## config.mk

```make
export PLATFORM = sky130hd
export DESIGN_NAME = host_mem_port
export DESIGN_NICKNAME = d
export VERILOG_FILES = /design/src/rtl/hmp_pkg.sv /design/src/rtl/hmp_sync.sv /design/src/rtl/hmp_addr_ctr.sv /design/src/rtl/hmp_ctrl.sv /design/src/rtl/host_mem_port.sv
export SDC_FILE = /design/constraint.sdc
export NUM_CORES = 1
export LEC_CHECK = 0
export ABC_CLOCK_PERIOD_IN_PS = 2450
export BUFFER_PORTS_ARGS = -buffer_cell sky130_fd_sc_hd__buf_4
export CAP_MARGIN = 30
export CORE_AREA = 2 2 92 94
export DETAILED_ROUTE_END_ITERATION = 8
export DIE_AREA = 0 0 94 96
export GPL_TIMING_DRIVEN = 0
export PLACE_DENSITY = 0.74
export SYNTH_ARGS = -nofsm -noshare
export SYNTH_HDL_FRONTEND = slang
export SYNTH_SLANG_ARGS = --single-unit
```

## constraint.sdc

```tcl
create_clock -name clk -period 2.45 [get_ports clk]
set_input_delay 0.1225 -clock clk [delete_from_list [all_inputs] [get_ports clk]]
set_output_delay 0.1225 -clock clk [all_outputs]
set_load 0.02 [all_outputs]
```

## src/rtl/hmp_pkg.sv

```systemverilog
package hmp_pkg;
  localparam int unsigned HBUS_W = 16;
  localparam int unsigned PMW_W  = 24;
  localparam int unsigned LOB_W  = PMW_W - HBUS_W;

  typedef enum logic [1:0] {
    ST_IDLE   = 2'd0,
    ST_ACCESS = 2'd1,
    ST_WAIT   = 2'd2,
    ST_HOLD   = 2'd3
  } hmp_state_e;
endpackage

```

## src/rtl/hmp_sync.sv

```systemverilog
module hmp_sync #(
  parameter int unsigned W      = 4,
  parameter int unsigned STAGES = 2
) (
  input  logic         clk,
  input  logic         rst_n,
  input  logic [W-1:0] d,
  output logic [W-1:0] q
);
  logic [STAGES-1:0][W-1:0] stg;

  always_ff @(posedge clk or negedge rst_n) begin
    if (!rst_n) begin
      stg <= '0;
    end else begin
      stg[0] <= d;
      for (int i = 1; i < STAGES; i++) stg[i] <= stg[i-1];
    end
  end

  assign q = stg[STAGES-1];
endmodule

```

## src/rtl/hmp_addr_ctr.sv

```systemverilog
module hmp_addr_ctr #(
  parameter int unsigned ADDR_W = 14
) (
  input  logic              clk,
  input  logic              rst_n,
  input  logic              load,
  input  logic [ADDR_W-1:0] load_addr,
  input  logic              load_pm,
  input  logic              advance,
  output logic [ADDR_W-1:0] addr,
  output logic              is_pm,
  output logic              half_lo
);
  always_ff @(posedge clk or negedge rst_n) begin
    if (!rst_n) begin
      addr    <= '0;
      is_pm   <= 1'b0;
      half_lo <= 1'b0;
    end else if (load) begin
      addr    <= load_addr;
      is_pm   <= load_pm;
      half_lo <= 1'b0;
    end else if (advance) begin
      if (is_pm && !half_lo) begin
        half_lo <= 1'b1;
      end else begin
        half_lo <= 1'b0;
        addr    <= addr + 1'b1;
      end
    end
  end


  addr_hold_chk: assert property (@(posedge clk) disable iff (!rst_n)
    (!load && !advance) |=> ($stable(addr) && $stable(is_pm) && $stable(half_lo)));


  load_phase_chk: assert property (@(posedge clk) disable iff (!rst_n)
    load |=> (!half_lo && addr == $past(load_addr)));
endmodule

```

## src/rtl/hmp_ctrl.sv

```systemverilog
module hmp_ctrl
  import hmp_pkg::*;
(
  input  logic              clk,
  input  logic              rst_n,
  input  logic              req_rise,
  input  logic              req_wr,
  input  logic              is_pm,
  input  logic              half_lo,
  input  logic              ctrl_hit,
  input  logic [HBUS_W-1:0] bus_in,
  input  logic              mem_req_ready,
  input  logic              mem_rvalid,
  input  logic [PMW_W-1:0]  mem_rdata,
  output logic              idle,
  output logic              advance,
  output logic              mem_req_valid,
  output logic              mem_we,
  output logic [PMW_W-1:0]  mem_wdata,
  output logic [HBUS_W-1:0] bus_out
);
  hmp_state_e        state;
  logic              dir_wr;
  logic [HBUS_W-1:0] hi_hold;
  logic [LOB_W-1:0]  lo_hold;

  assign idle          = (state == ST_IDLE);
  assign mem_req_valid = (state == ST_ACCESS);
  assign mem_we        = dir_wr;
  assign advance = (state == ST_HOLD)
                || (state == ST_ACCESS && mem_req_ready && dir_wr)
                || (state == ST_WAIT && mem_rvalid);

  always_ff @(posedge clk or negedge rst_n) begin
    if (!rst_n) begin
      state     <= ST_IDLE;
      dir_wr    <= 1'b0;
      hi_hold   <= '0;
      lo_hold   <= '0;
      mem_wdata <= '0;
      bus_out   <= '0;
    end else begin
      unique case (state)
        ST_IDLE: begin
          if (req_rise) begin
            dir_wr <= req_wr;
            if (req_wr) begin
              if (is_pm && !half_lo) begin
                hi_hold <= bus_in;
                state   <= ST_HOLD;
              end else if (is_pm) begin
                mem_wdata <= {hi_hold, bus_in[LOB_W-1:0]};
                state     <= ST_ACCESS;
              end else if (ctrl_hit) begin
                state <= ST_HOLD;
              end else begin
                mem_wdata <= {{LOB_W{1'b0}}, bus_in};
                state     <= ST_ACCESS;
              end
            end else if (is_pm && half_lo) begin
              bus_out <= {{(HBUS_W-LOB_W){1'b0}}, lo_hold};
              state   <= ST_HOLD;
            end else begin
              state <= ST_ACCESS;
            end
          end
        end
        ST_ACCESS: begin
          if (mem_req_ready) state <= dir_wr ? ST_IDLE : ST_WAIT;
        end
        ST_WAIT: begin
          if (mem_rvalid) begin
            bus_out <= is_pm ? mem_rdata[PMW_W-1:LOB_W] : mem_rdata[HBUS_W-1:0];
            lo_hold <= mem_rdata[LOB_W-1:0];
            state   <= ST_IDLE;
          end
        end
        ST_HOLD: state <= ST_IDLE;
        default: state <= ST_IDLE;
      endcase
    end
  end


  req_hold_chk: assert property (@(posedge clk) disable iff (!rst_n)
    (mem_req_valid && !mem_req_ready) |=>
      (mem_req_valid && $stable(mem_we) && $stable(mem_wdata)));


  busy_ack_chk: assert property (@(posedge clk) disable iff (!rst_n)
    mem_req_valid |-> !idle);


  detect_drop_chk: assert property (@(posedge clk) disable iff (!rst_n)
    (req_rise && idle) |=> !idle);


  lo_read_nomem_chk: assert property (@(posedge clk) disable iff (!rst_n)
    (req_rise && idle && !req_wr && is_pm && half_lo) |=> !mem_req_valid);
endmodule

```

## src/rtl/host_mem_port.sv

```systemverilog
module host_mem_port
  import hmp_pkg::*;
#(
  parameter int unsigned ADDR_W      = 14,
  parameter int unsigned SYNC_STAGES = 2,
  parameter logic [ADDR_W-1:0] CTRL_BASE = 14'h3FE0
) (
  input  logic              clk,
  input  logic              rst_n,
  input  logic              h_sel,
  input  logic              h_rd,
  input  logic              h_wr,
  input  logic              h_latch,
  input  logic [15:0]       h_bus_in,
  output logic [15:0]       h_bus_out,
  output logic              h_bus_oe,
  output logic              h_ack,
  output logic              mem_req_valid,
  input  logic              mem_req_ready,
  output logic              mem_we,
  output logic              mem_is_pm,
  output logic [ADDR_W-1:0] mem_addr,
  output logic [23:0]       mem_wdata,
  input  logic              mem_rvalid,
  input  logic [23:0]       mem_rdata
);
  localparam int unsigned NSTB   = 4;
  localparam int unsigned TYPE_B = HBUS_W - 1;

  logic [NSTB-1:0] stb_s;
  logic sel_s, rd_s, wr_s, latch_s;
  logic req_s, req_d, latch_d;
  logic req_rise, latch_fall;
  logic idle, advance, load, half_lo, ctrl_hit;
  logic [ADDR_W-1:0] addr;
  logic is_pm;

  hmp_sync #(.W(NSTB), .STAGES(SYNC_STAGES)) u_sync (
    .clk   (clk),
    .rst_n (rst_n),
    .d     ({h_latch, h_wr, h_rd, h_sel}),
    .q     (stb_s)
  );

  assign {latch_s, wr_s, rd_s, sel_s} = stb_s;
  assign req_s = sel_s && (rd_s || wr_s);

  always_ff @(posedge clk or negedge rst_n) begin
    if (!rst_n) begin
      req_d   <= 1'b0;
      latch_d <= 1'b0;
    end else begin
      req_d   <= req_s;
      latch_d <= latch_s;
    end
  end

  assign req_rise   = req_s && !req_d;
  assign latch_fall = latch_d && !latch_s;
  assign load       = latch_fall && idle;
  assign ctrl_hit   = !is_pm && (addr >= CTRL_BASE);

  hmp_addr_ctr #(.ADDR_W(ADDR_W)) u_addr (
    .clk       (clk),
    .rst_n     (rst_n),
    .load      (load),
    .load_addr (h_bus_in[ADDR_W-1:0]),
    .load_pm   (h_bus_in[TYPE_B]),
    .advance   (advance),
    .addr      (addr),
    .is_pm     (is_pm),
    .half_lo   (half_lo)
  );

  hmp_ctrl u_ctrl (
    .clk           (clk),
    .rst_n         (rst_n),
    .req_rise      (req_rise),
    .req_wr        (wr_s),
    .is_pm         (is_pm),
    .half_lo       (half_lo),
    .ctrl_hit      (ctrl_hit),
    .bus_in        (h_bus_in),
    .mem_req_ready (mem_req_ready),
    .mem_rvalid    (mem_rvalid),
    .mem_rdata     (mem_rdata),
    .idle          (idle),
    .advance       (advance),
    .mem_req_valid (mem_req_valid),
    .mem_we        (mem_we),
    .mem_wdata     (mem_wdata),
    .bus_out       (h_bus_out)
  );

  assign h_ack     = idle;
  assign h_bus_oe  = sel_s && rd_s;
  assign mem_addr  = addr;
  assign mem_is_pm = is_pm;


  ctrl_guard_chk: assert property (@(posedge clk) disable iff (!rst_n)
    (mem_req_valid && mem_we && !mem_is_pm) |-> (mem_addr < CTRL_BASE));


  pm_write_half_chk: assert property (@(posedge clk) disable iff (!rst_n)
    (mem_req_valid && mem_we && mem_is_pm) |-> half_lo);


  addr_stall_chk: assert property (@(posedge clk) disable iff (!rst_n)
    (mem_req_valid && !mem_req_ready) |=> $stable(mem_addr));


  reset_idle_chk: assert property (@(posedge clk)
    !rst_n |-> (h_ack && !mem_req_valid));
endmodule

```

==> results.yml, run 1 <==
logic_synthesis:
  netlist_instances: 361
  synth_fa_ha_area_share_pct: 0.604
  yosysMostFrequentCell: "dfrtp_1"
  ys_seq_area_share_pct: 56.1
  ys_types: 43
  synth_warnings: 0
  synth-simple-area-share_pct: 12.4
  synth_top_family_by_area: "multiplexers"
  async_flop_share_pct: 100
  synth_compound_area_share_pct: 9.45
  synth.avg_cell_area_um2: 11.5
  synth_edf_count: 0
  ys_ff_latch: 93
  yosysTopAreaCell: "dfrtp_1"
  synth_common_cells: "dfrtp_1 (93), nand2_1 (60), o21ai_0 (38)"
  synth_top_flop_cell: "dfrtp_1"
  synth_area_leaders: "dfrtp_1 (56%), mux2_2 (6.8%), mux2i_1 (6.3%), nand2_1 (5.4%), o21ai_0 (4.6%)"
  synthesis.nets: 411
  synth_top_area_share_pct: 56.1
  synth_mux_area_share_pct: 16.0
  syn-cell-area_um2: 4150
  yosys.area_share.xor_xnor_pct: 2.54
power_and_ir_drop:
  p_per_area_nw_per_um2: 1220
  peakVddDrop_mv: 0.569
  power_leakage_nw: 2.54
placement:
  dp_hpwl_mm: 7.12
  port_buffers: 106
  globalplace.congestion: 0.772
floorplanning:
  start_util_pct: 51.5
  die_height_um: 96
  num_rows: 33
  core_um2: 8050
  die-area_um2: 9020
  num_io_pins: 107
  die_x_um: 94
detailed_routing:
  viasPerCell: 5.24
  via_count: 3132
  avgRoutedWirePerCell_um: 16.4
  dr.pass1.iters: 4
  drtIter0Drc: 105
  drc: 0
  drt_wl_total_mm: 9.78
  ant_nets: 0
timing:
  fmax_mhz: 497
  relSlewSlack_pct: 44.3
  period_needed_ns: 2.01
  rsz0062_at_grt: "false"
  hold_ws_ns: 0.00998
  finalSetupViolations: 0
  slew_viol_final: 0
  tns_ns: 0
  period_share_pct: 82.1
  clock_skew_ns: 0.00983
  hold_violations: 0
  tightest_slew_ns: 0.834
setup_path:
  crit_path_start_kind: "flip-flop"
  path_cells: "buf_2 -> nor4b_2 -> clkbuf_1 -> nand2_1 -> o21ai_0"
  slowest_delay_ns: 0.77
  critPathCaptureType: "flip-flop"
  cp_top_family: "simple AND/OR/NAND/NOR gates"
  critical_path.max_fanout: 10
  crit_slowest_cell: "nor4b_2"
  crit_buf_inv: 2
  arrival_ns: 2.29
  critPathKind: "reg -> reg"
  required_ns: 2.73
run:
  drv_cap: 0
cts:
  clk_pin_slew_worst_paths_ns: 0.09
  post_cts_buffers: 0
  cts_hold_buf: 8
  clock-sinks: 93
  clockRootBuffer: "clkbuf_8"
  cts_tree: "yes"
  cts-resized-gates: 0
  htreeDepth: 3
  clock_latency_ns: 0.36
  cts_buffer_depth: 2
  numCtsBuffers: 9
global_route:
  gr-usage-all-layers_pct: 22.8
  grt_antenna_before_repair: 0
  globalRoute.totalOverflow: 0
  grt_max_degree: 64
  grt_pass1_vias: 3018
  grt_pass1_wl_mm: 15.7
layout:
  diodes: 0
  fin_util_pct: 66.6
  syn2layout_area_growth_pct: 29.4
  drive_above_1_share_pct: 35.1
  nets: 538
outcome:
  status: "finished clean"
min_path:
  hold_class: "in -> reg"
## layout make-up
cell class	instances	area [µm²]
Buffer	20	106
Clock buffer	9	124
Multi-Input combinational cell	244	1700
Sequential cell	93	2330
Inverter	4	15.0
Fill cell	671	2690
Clock inverter	7	50.0
Timing Repair Buffer	116	913
Tap cell	105	131
## cells by family (layout without fill, tap and decap cells)
family          Yosys count  count (layout)
simple gates            104             104
fa+ha+maj                 2               2
buf+inv                  24             156
xor+xnor                 12              12
compound gates           67              67
flops                    93              93
mux                      59              59
## cells in the final DEF (no fill, tap or decap), types with 4 or more instances in the layout
cell type / synthesis / layout
a21oi_1: 10 / 10
and3_1: 5 / 5
buf_2: 4 / 4
buf_4: 1 / 107
clkbuf_1: 12 / 12
clkbuf_8: 0 / 9
dfrtp_1: 93 / 93
dlygate4sd3_1: 0 / 9
inv_1: 4 / 4
mux2_2: 25 / 25
mux2_4: 8 / 8
mux2i_1: 26 / 26
nand2_1: 60 / 60
nand3_1: 6 / 6
nor2_1: 13 / 13
o21ai_0: 38 / 38
o31ai_1: 8 / 8
xor2_1: 10 / 10
## report_power, final
part,internal [mW],total (mW),switching (mW)
Clock,0.370,0.928,0.558
Sequential,2.20,2.67,0.470
Combinational,1.37,2.94,1.57
## registers in the layout, summed over array words and instances, names as in the netlist, 2 cells and up
name / count
u_sync.q: 4
u_addr.addr: 14
u_ctrl.lo_hold: 8
u_ctrl.hi_hold: 16
u_ctrl.state: 2
u_sync.stg: 4
u_ctrl.mem_wdata: 24
u_ctrl.bus_out: 16
## worst paths after layout
kind / from / end / slack (ns) / depth (start not counted)
worst max-delay path: u_ctrl.state[1] / u_addr.addr[0] / 0.44 / 5
worst min-delay path: mem_rdata[1] / u_ctrl.lo_hold[1] / 0.01 / 2
worst max register to register: u_ctrl.state[1] / u_addr.addr[0] / 0.44 / 5
worst min register to register: u_sync.stg[1] / u_sync.q[1] / 0.35 / 0
max in group asynchronous: rst_n / u_ctrl.mem_wdata[10] / 1.56 / 3
min in group asynchronous: rst_n / u_ctrl.bus_out[10] / 0.25 / 2
## through the flow
stage | setup WS, ns | total power [mW] | cells | instance area [µm²]
2_1_floorplan | 0.606 | 4.43 | 361 | 4150
5_1_grt | 0.179 | 6.96 | 598 | 5360
4_1_cts | 0.422 | 6.58 | 597 | 5350
6_report | 0.438 | 6.53 | 598 | 5360
3_5_place_dp | 0.428 | 5.64 | 573 | 5100
3_3_place_gp | 0.412 | 5.53 | 572 | 5070
## metal layers
metal / share of wire [%] / GRT usage (%)
met1: 45 / 31.8
met2: 50 / 37.4
met3: 3.6 / 2.90
met4: 1.4 / 7.25
met5: 0 / 0
(Power assumes the default switching activity.)
==> run 2, diff against run 1 <==
- ABC_AREA: default -> 1
- ABC_CLOCK_PERIOD_IN_PS: 2450 -> 1690
- CORE_AREA: 2 2 92 94 -> 2 2 99 101
- DIE_AREA: 0 0 94 96 -> 0 0 101 103
- PLACE_DENSITY: 0.74 -> 0.71
- clock period: 2.45 -> 1.69 ns (I/O delays scaled with it)
==> results.yml, run 2 <==
setup_path:
  critPathCaptureType: "flip-flop"
  slowest_delay_ns: 0.48
  crit_path_start_kind: "flip-flop"
  critical_path.max_fanout: 6
  arrival_ns: 1.88
  critPathKind: "reg -> reg"
  path_cells: "nor2_4 -> nand3b_4 -> nor2_4 -> clkinv_4 -> nor2_8 -> inv_4 -> clkbuf_16 -> nand2_1 -> nand2_1"
  crit_slowest_cell: "dfrtp_2"
  required_ns: 1.93
cts:
  numCtsBuffers: 9
  htreeDepth: 3
  clock-sinks: 93
  cts_tree: "yes"
  clock_latency_ns: 0.36
  cts_buffer_depth: 2
  clk_pin_slew_worst_paths_ns: 0.10
  clockRootBuffer: "clkbuf_8"
timing:
  tightest_slew_ns: 0.453
  fmax_mhz: 607
  hold_violations: 0
  relSlewSlack_pct: 69.8
  period_share_pct: 97.5
  slew_viol_final: 0
  finalSetupViolations: 0
  clock_skew_ns: 0.0141
  rsz0062_at_grt: "true"
  period_needed_ns: 1.65
logic_synthesis:
  ys_types: 33
  synthesis.nets: 556
  synth.avg_cell_area_um2: 8.67
  synth_common_cells: "nand2_1 (141), dfrtp_1 (93), inv_1 (49)"
  synth_edf_count: 0
  yosysMostFrequentCell: "nand2_1"
  synth-simple-area-share_pct: 22.8
  ys_seq_area_share_pct: 53.1
  synth_top_family_by_area: "simple AND/OR/NAND/NOR gates"
  synth_top_area_share_pct: 53.1
  synth_top_flop_cell: "dfrtp_1"
  async_flop_share_pct: 100
  ys_ff_latch: 93
  synth_area_leaders: "dfrtp_1 (53%), nand2_1 (12%), inv_1 (4.2%), o21ai_0 (4.1%), o211ai_1 (3.4%)"
  synth_compound_area_share_pct: 14.4
  yosys.area_share.xor_xnor_pct: 0.998
  synth_warnings: 0
  netlist_instances: 506
  syn-cell-area_um2: 4390
  yosysTopAreaCell: "dfrtp_1"
  synth_mux_area_share_pct: 0
  synth_fa_ha_area_share_pct: 0.570
placement:
  globalplace.congestion: 0.931
  dp_hpwl_mm: 8.21
  port_buffers: 106
  placed_cell_area_um2: 5350
layout:
  drive_above_1_share_pct: 29.4
  fillers: 835
  syn2layout_area_growth_pct: 32.5
  final_cell_mix: "nand2_1 (141), buf_4 (125), dfrtp_1 (92)"
  reg_top3: "u_ctrl.mem_wdata: 24 flops, u_ctrl.bus_out: 16 flops, u_ctrl.hi_hold: 16 flops"
  diodes: 0
  nets: 699
  final_area_um2: 5810
  regMostFlops: "u_ctrl.mem_wdata"
  final_common_cell: "nand2_1"
  fin_util_pct: 61.4
  largest_reg_flops: 24
detailed_routing:
  drt_wl_total_mm: 11.4
  viasPerCell: 5.18
  via_count: 3980
  ant_nets: 0
  dr.pass1.iters: 7
  avgRoutedWirePerCell_um: 14.9
  drc: 0
  drtIter0Drc: 253
global_route:
  grt_pass1_wl_mm: 18.2
  grt_antenna_before_repair: 0
  grt_max_degree: 71
  gr-usage-all-layers_pct: 22.3
  grt_pass1_vias: 3622
  globalRoute.totalOverflow: 0
floorplanning:
  num_rows: 36
  die-area_um2: 10400
  die_x_um: 101
  num_io_pins: 107
  core_um2: 9460
  start_util_pct: 46.4
  die_height_um: 103
power_and_ir_drop:
  p_per_area_nw_per_um2: 1780
  power_leakage_nw: 2.99
  p_sw_mw: 4.43
  combPwrFrac_pct: 48.0
  clockPowerShare_pct: 14.6
  totalPowerFinal_mw: 10.4
  internal_power_mw: 5.94
  peakVddDrop_mv: 1.04
  seqPwrFrac_pct: 37.4
  swShare_pct: 42.7
min_path:
  hold_class: "in -> reg"
run:
  drv_cap: 0
outcome:
  status: "finished clean"
-- run 2: cell types whose count changed after synthesis, sizes merged, moves of 19 or more --
cell	change
nand2	+93
inv	+53
mux2	-33
mux2i	-26
nor2	+22
o211ai	+20
a21oi	+19
-- run 2: cell families (layout without fill, tap and decap cells) --
| kind of cell | after synthesis | in the layout |
|---|---|---|
| flops | 93 | 93 |
| simple gates | 222 | 222 |
| fa+ha+maj | 2 | 2 |
| buf+inv | 79 | 227 |
| compound gates | 105 | 105 |
| xor+xnor | 5 | 5 |
-- run 2: final cells by class --
cell class | count | area [µm²] | share of cell area [%]
sequential | 93 | 2330 | 40.1
multi-input combinational | 334 | 1710 | 29.5
timing repair buffer | 132 | 1050 | 18.1
inverter | 57 | 224 | 3.85
buffer | 22 | 150 | 2.58
tap | 114 | 143 | 2.45
clock buffer | 9 | 124 | 2.13
clock inverter | 7 | 75.1 | 1.29
-- run 2: worst paths after layout --
path,cells after the start,slack [ns],start,to
setup / recovery,9,0.04,u_ctrl.state[0],u_ctrl.mem_wdata[15]
hold / removal,3,0.007,h_bus_in[1],u_ctrl.mem_wdata[1]
setup reg to reg,9,0.04,u_ctrl.state[0],u_ctrl.mem_wdata[15]
hold reg to reg,0,0.35,u_sync.stg[3],u_sync.q[3]
max in group asynchronous,3,0.88,rst_n,u_ctrl.hi_hold[0]
min in group asynchronous,2,0.16,rst_n,u_ctrl.lo_hold[5]
-- run 2: worst max-delay path: cells and delay by family (launching register included) --
kind	cells	cell delay [ns]
simple gates	6	0.72
flops	1	0.48
buf+inv	3	0.34
-- run 2: per-layer routing --
layer | wire length (µm) | vias up | GRT usage, % | share of wire (%)
met5 | 0 | - | 0 | 0
met4 | 161 | 0 | 7.38 | 1.4
met2 | 5320 | 137 | 34.0 | 46
met3 | 626 | 13 | 3.86 | 5.5
li1 | - | 1915 | - | -
met1 | 5330 | 1915 | 32.6 | 47
-- run 2: what timing repair did --
action	in CTS	in global routing
pin swaps	0	5
hold buffers	10	0
gates resized for setup	1	12
buffers inserted	0	14
gates cloned	0	1
endpoints found under the setup margin	21	43
endpoints found under the hold margin	35	0
-- run 2: power by group through the flow --
stage	sequential [mW]	clock [mW]	combinational, mW
finish	3.88	1.51	4.98
global placement	3.88	0	4.60
global route	3.99	1.61	5.51
CTS	3.86	1.53	4.75
detailed placement	3.90	0	4.70
floorplan	4.53	0	2.21
-- run 2: through the flow --
stage	setup WS (ns)	TNS [ns]	std cells	hold slack (ns)
2_1_floorplan	0.117	0	506	-0.211
3_3_place_gp	-0.0264	-0.337	726	0.196
3_5_place_dp	-0.0219	-0.215	727	0.0142
4_1_cts	0.00106	0	753	0.00133
5_1_grt	-0.0756	-1.13	768	0.0133
6_report	0.0419	0	768	0.00733
==> run 3, diff against run 2 <==
--- a/config.mk
+++ b/config.mk
@@ -11,4 +11,5 @@
 export CAP_MARGIN = 30
 export CORE_AREA = 2 2 99 101
+export CTS_BUF_LIST = sky130_fd_sc_hd__clkbuf_16
 export DETAILED_ROUTE_END_ITERATION = 8
 export DIE_AREA = 0 0 101 103
==> constraint.sdc (replaced) <==
create_clock -name clk -period 1.69 [get_ports clk]
set_input_delay 0.338 -clock clk [delete_from_list [all_inputs] [get_ports clk]]
set_output_delay 0.338 -clock clk [all_outputs]
set_load 0.02 [all_outputs]
==> results.yml, run 3 (synthesis gave the netlist of run 2 again) <==
timing:
  tightest_slew_ns: 0.464
  period_share_pct: 94.6
  clock_skew_ns: 0.0106
  relSlewSlack_pct: 68.9
  fmax_mhz: 625
  slew_viol_final: 0
  rsz0062_at_grt: "true"
  setup_ws_ns: 0.0909
  hold_violations: 0
  period_needed_ns: 1.60
  finalSetupViolations: 0
floorplanning:
  num_io_pins: 107
  die_height_um: 103
  num_rows: 36
  start_util_pct: 46.4
  core_um2: 9460
  die_x_um: 101
  die-area_um2: 10400
power_and_ir_drop:
  p_per_area_nw_per_um2: 1860
  totalPowerFinal_mw: 10.8
  combPwrFrac_pct: 45.5
  p_sw_mw: 4.47
  seqPwrFrac_pct: 35.7
  peakVddDrop_mv: 0.960
  clockPowerShare_pct: 18.8
  internal_power_mw: 6.37
  power_leakage_nw: 2.98
  swShare_pct: 41.2
detailed_routing:
  viasPerCell: 5.20
  drt_wl_total_mm: 11.3
  avgRoutedWirePerCell_um: 14.9
  ant_nets: 0
  via_count: 3936
  dr.pass1.iters: 5
  drc: 0
  drtIter0Drc: 294
setup_path:
  arrival_ns: 1.82
  critPathCaptureType: "flip-flop"
  r2r_slack_ns: 0.09
  reg2reg_from: "u_ctrl.state[0]"
  reg2reg_to: "u_ctrl.mem_wdata[13]"
  critical_path.max_fanout: 6
  critPathKind: "reg -> reg"
  required_ns: 1.91
  crit_path_start_kind: "flip-flop"
  reg2reg_depth: 9
placement:
  dp_hpwl_mm: 8.21
  post-place-cells: 727
  port_buffers: 106
  placed_cell_area_um2: 5350
  globalplace.congestion: 0.931
  dpl_worst_slack_ns: -0.0219
global_route:
  grt_pass1_vias: 3602
  grt_pass1_wl_mm: 18.1
  grt_antenna_before_repair: 0
  gr-usage-all-layers_pct: 22.2
  grt_max_degree: 71
  globalRoute.totalOverflow: 0
cts:
  clk_pin_slew_worst_paths_ns: 0.07
  cts_tree: "yes"
  cts_buffer_depth: 2
  clock_latency_ns: 0.34
  numCtsBuffers: 9
  clockRootBuffer: "clkbuf_16"
  htreeDepth: 3
  clock-sinks: 93
layout:
  largest_reg_flops: 24
  final_cells: 757
  syn2layout_area_growth_pct: 32.5
  multi_input_area_um2: 1720
  seq_area_um2: 2330
  final_common_cell: "nand2_1"
  drive_above_1_share_pct: 29.7
  reg_top3: "u_ctrl.mem_wdata: 24 flops, u_ctrl.bus_out: 16 flops, u_ctrl.hi_hold: 16 flops"
  regMostFlops: "u_ctrl.mem_wdata"
  fin_util_pct: 61.5
  fillers: 802
  nets: 688
  final_cell_mix: "nand2_1 (140), buf_4 (122), dfrtp_1 (91)"
  diodes: 0
  final_area_um2: 5810
run:
  drv_cap: 0
min_path:
  hold_class: "in -> reg"
  hp-start: "h_wr"
  hold_depth: 1
  min_to: "u_sync.stg[2]"
outcome:
  status: "finished clean"
## run 3: cell types whose count changed in the layout (fill, tap and decap cells not counted), sizes merged
cell         change
dlygate4sd3      -9
buf              -3
clkbuf           +1
## run 3: worst max-delay path by stage
stage,to,slack [ns],startpoint,cells after the start
4_1_cts,u_addr.addr[3],0.001,u_ctrl.state[0],7
2_1_floorplan,u_ctrl.mem_wdata[0],0.12,u_addr.is_pm,10
3_3_place_gp,u_ctrl.mem_wdata[9],-0.03,u_addr.is_pm,11
3_5_place_dp,u_ctrl.mem_wdata[9],-0.02,u_addr.is_pm,11
5_1_grt,u_ctrl.mem_wdata[9],-0.03,u_addr.is_pm,10
6_report,u_ctrl.mem_wdata[13],0.09,u_ctrl.state[0],9
## run 3: worst max-delay path, cell delays in order (launching register included)
cell	delay, ns
dfrtp_2	0.43
nor2_4	0.18
nand3b_4	0.12
nor2_4	0.14
clkinv_4	0.10
nor2_8	0.17
inv_4	0.08
clkbuf_16	0.16
nand2_1	0.06
nand2_1	0.05
## run 3: power groups by stage
stage          registers [mW]  clock network [mW]  logic (mW)
3_3_place_gp             3.88                   0        4.60
5_1_grt                  3.99                2.14        5.47
3_5_place_dp             3.90                   0        4.70
4_1_cts                  3.87                2.05        4.74
6_report                 3.87                2.04        4.93
2_1_floorplan            4.53                   0        2.21
## run 3: area by class of cell
class	count	area share, %
buffer	22	2.63
clock buffer	9	3.87
clock inverter	7	1.29
inverter	57	3.85
multi-input combinational	334	29.5
sequential	93	40.1
tap	114	2.45
timing repair buffer	121	16.3
## run 3: per-layer routing
metal	GRT usage, %	part of all wire (%)	up-vias
li1	-	-	1899
met1	32.6	46	1877
met2	34.2	46	143
met3	3.46	5.8	17
met4	7.28	1.7	0
met5	0	0	-
## run 3: through the flow
stage                     hold WS [ns]  TNS [ns]
after floorplan                 0.0424         0
after global placement           0.336    -0.337
after detailed placement         0.268    -0.215
after CTS                        0.104         0
after global routing             0.103   -0.0710
final                            0.108         0
## run 3: timing repair
item / CTS / global route
pin swaps: 0 / 7
cloned: 0 / 1
buffers inserted: 0 / 12
hold buffers: 1 / 0
resized for setup: 1 / 12
endpoints found under the hold margin: 23 / 0
endpoints found under the setup margin: 21 / 42
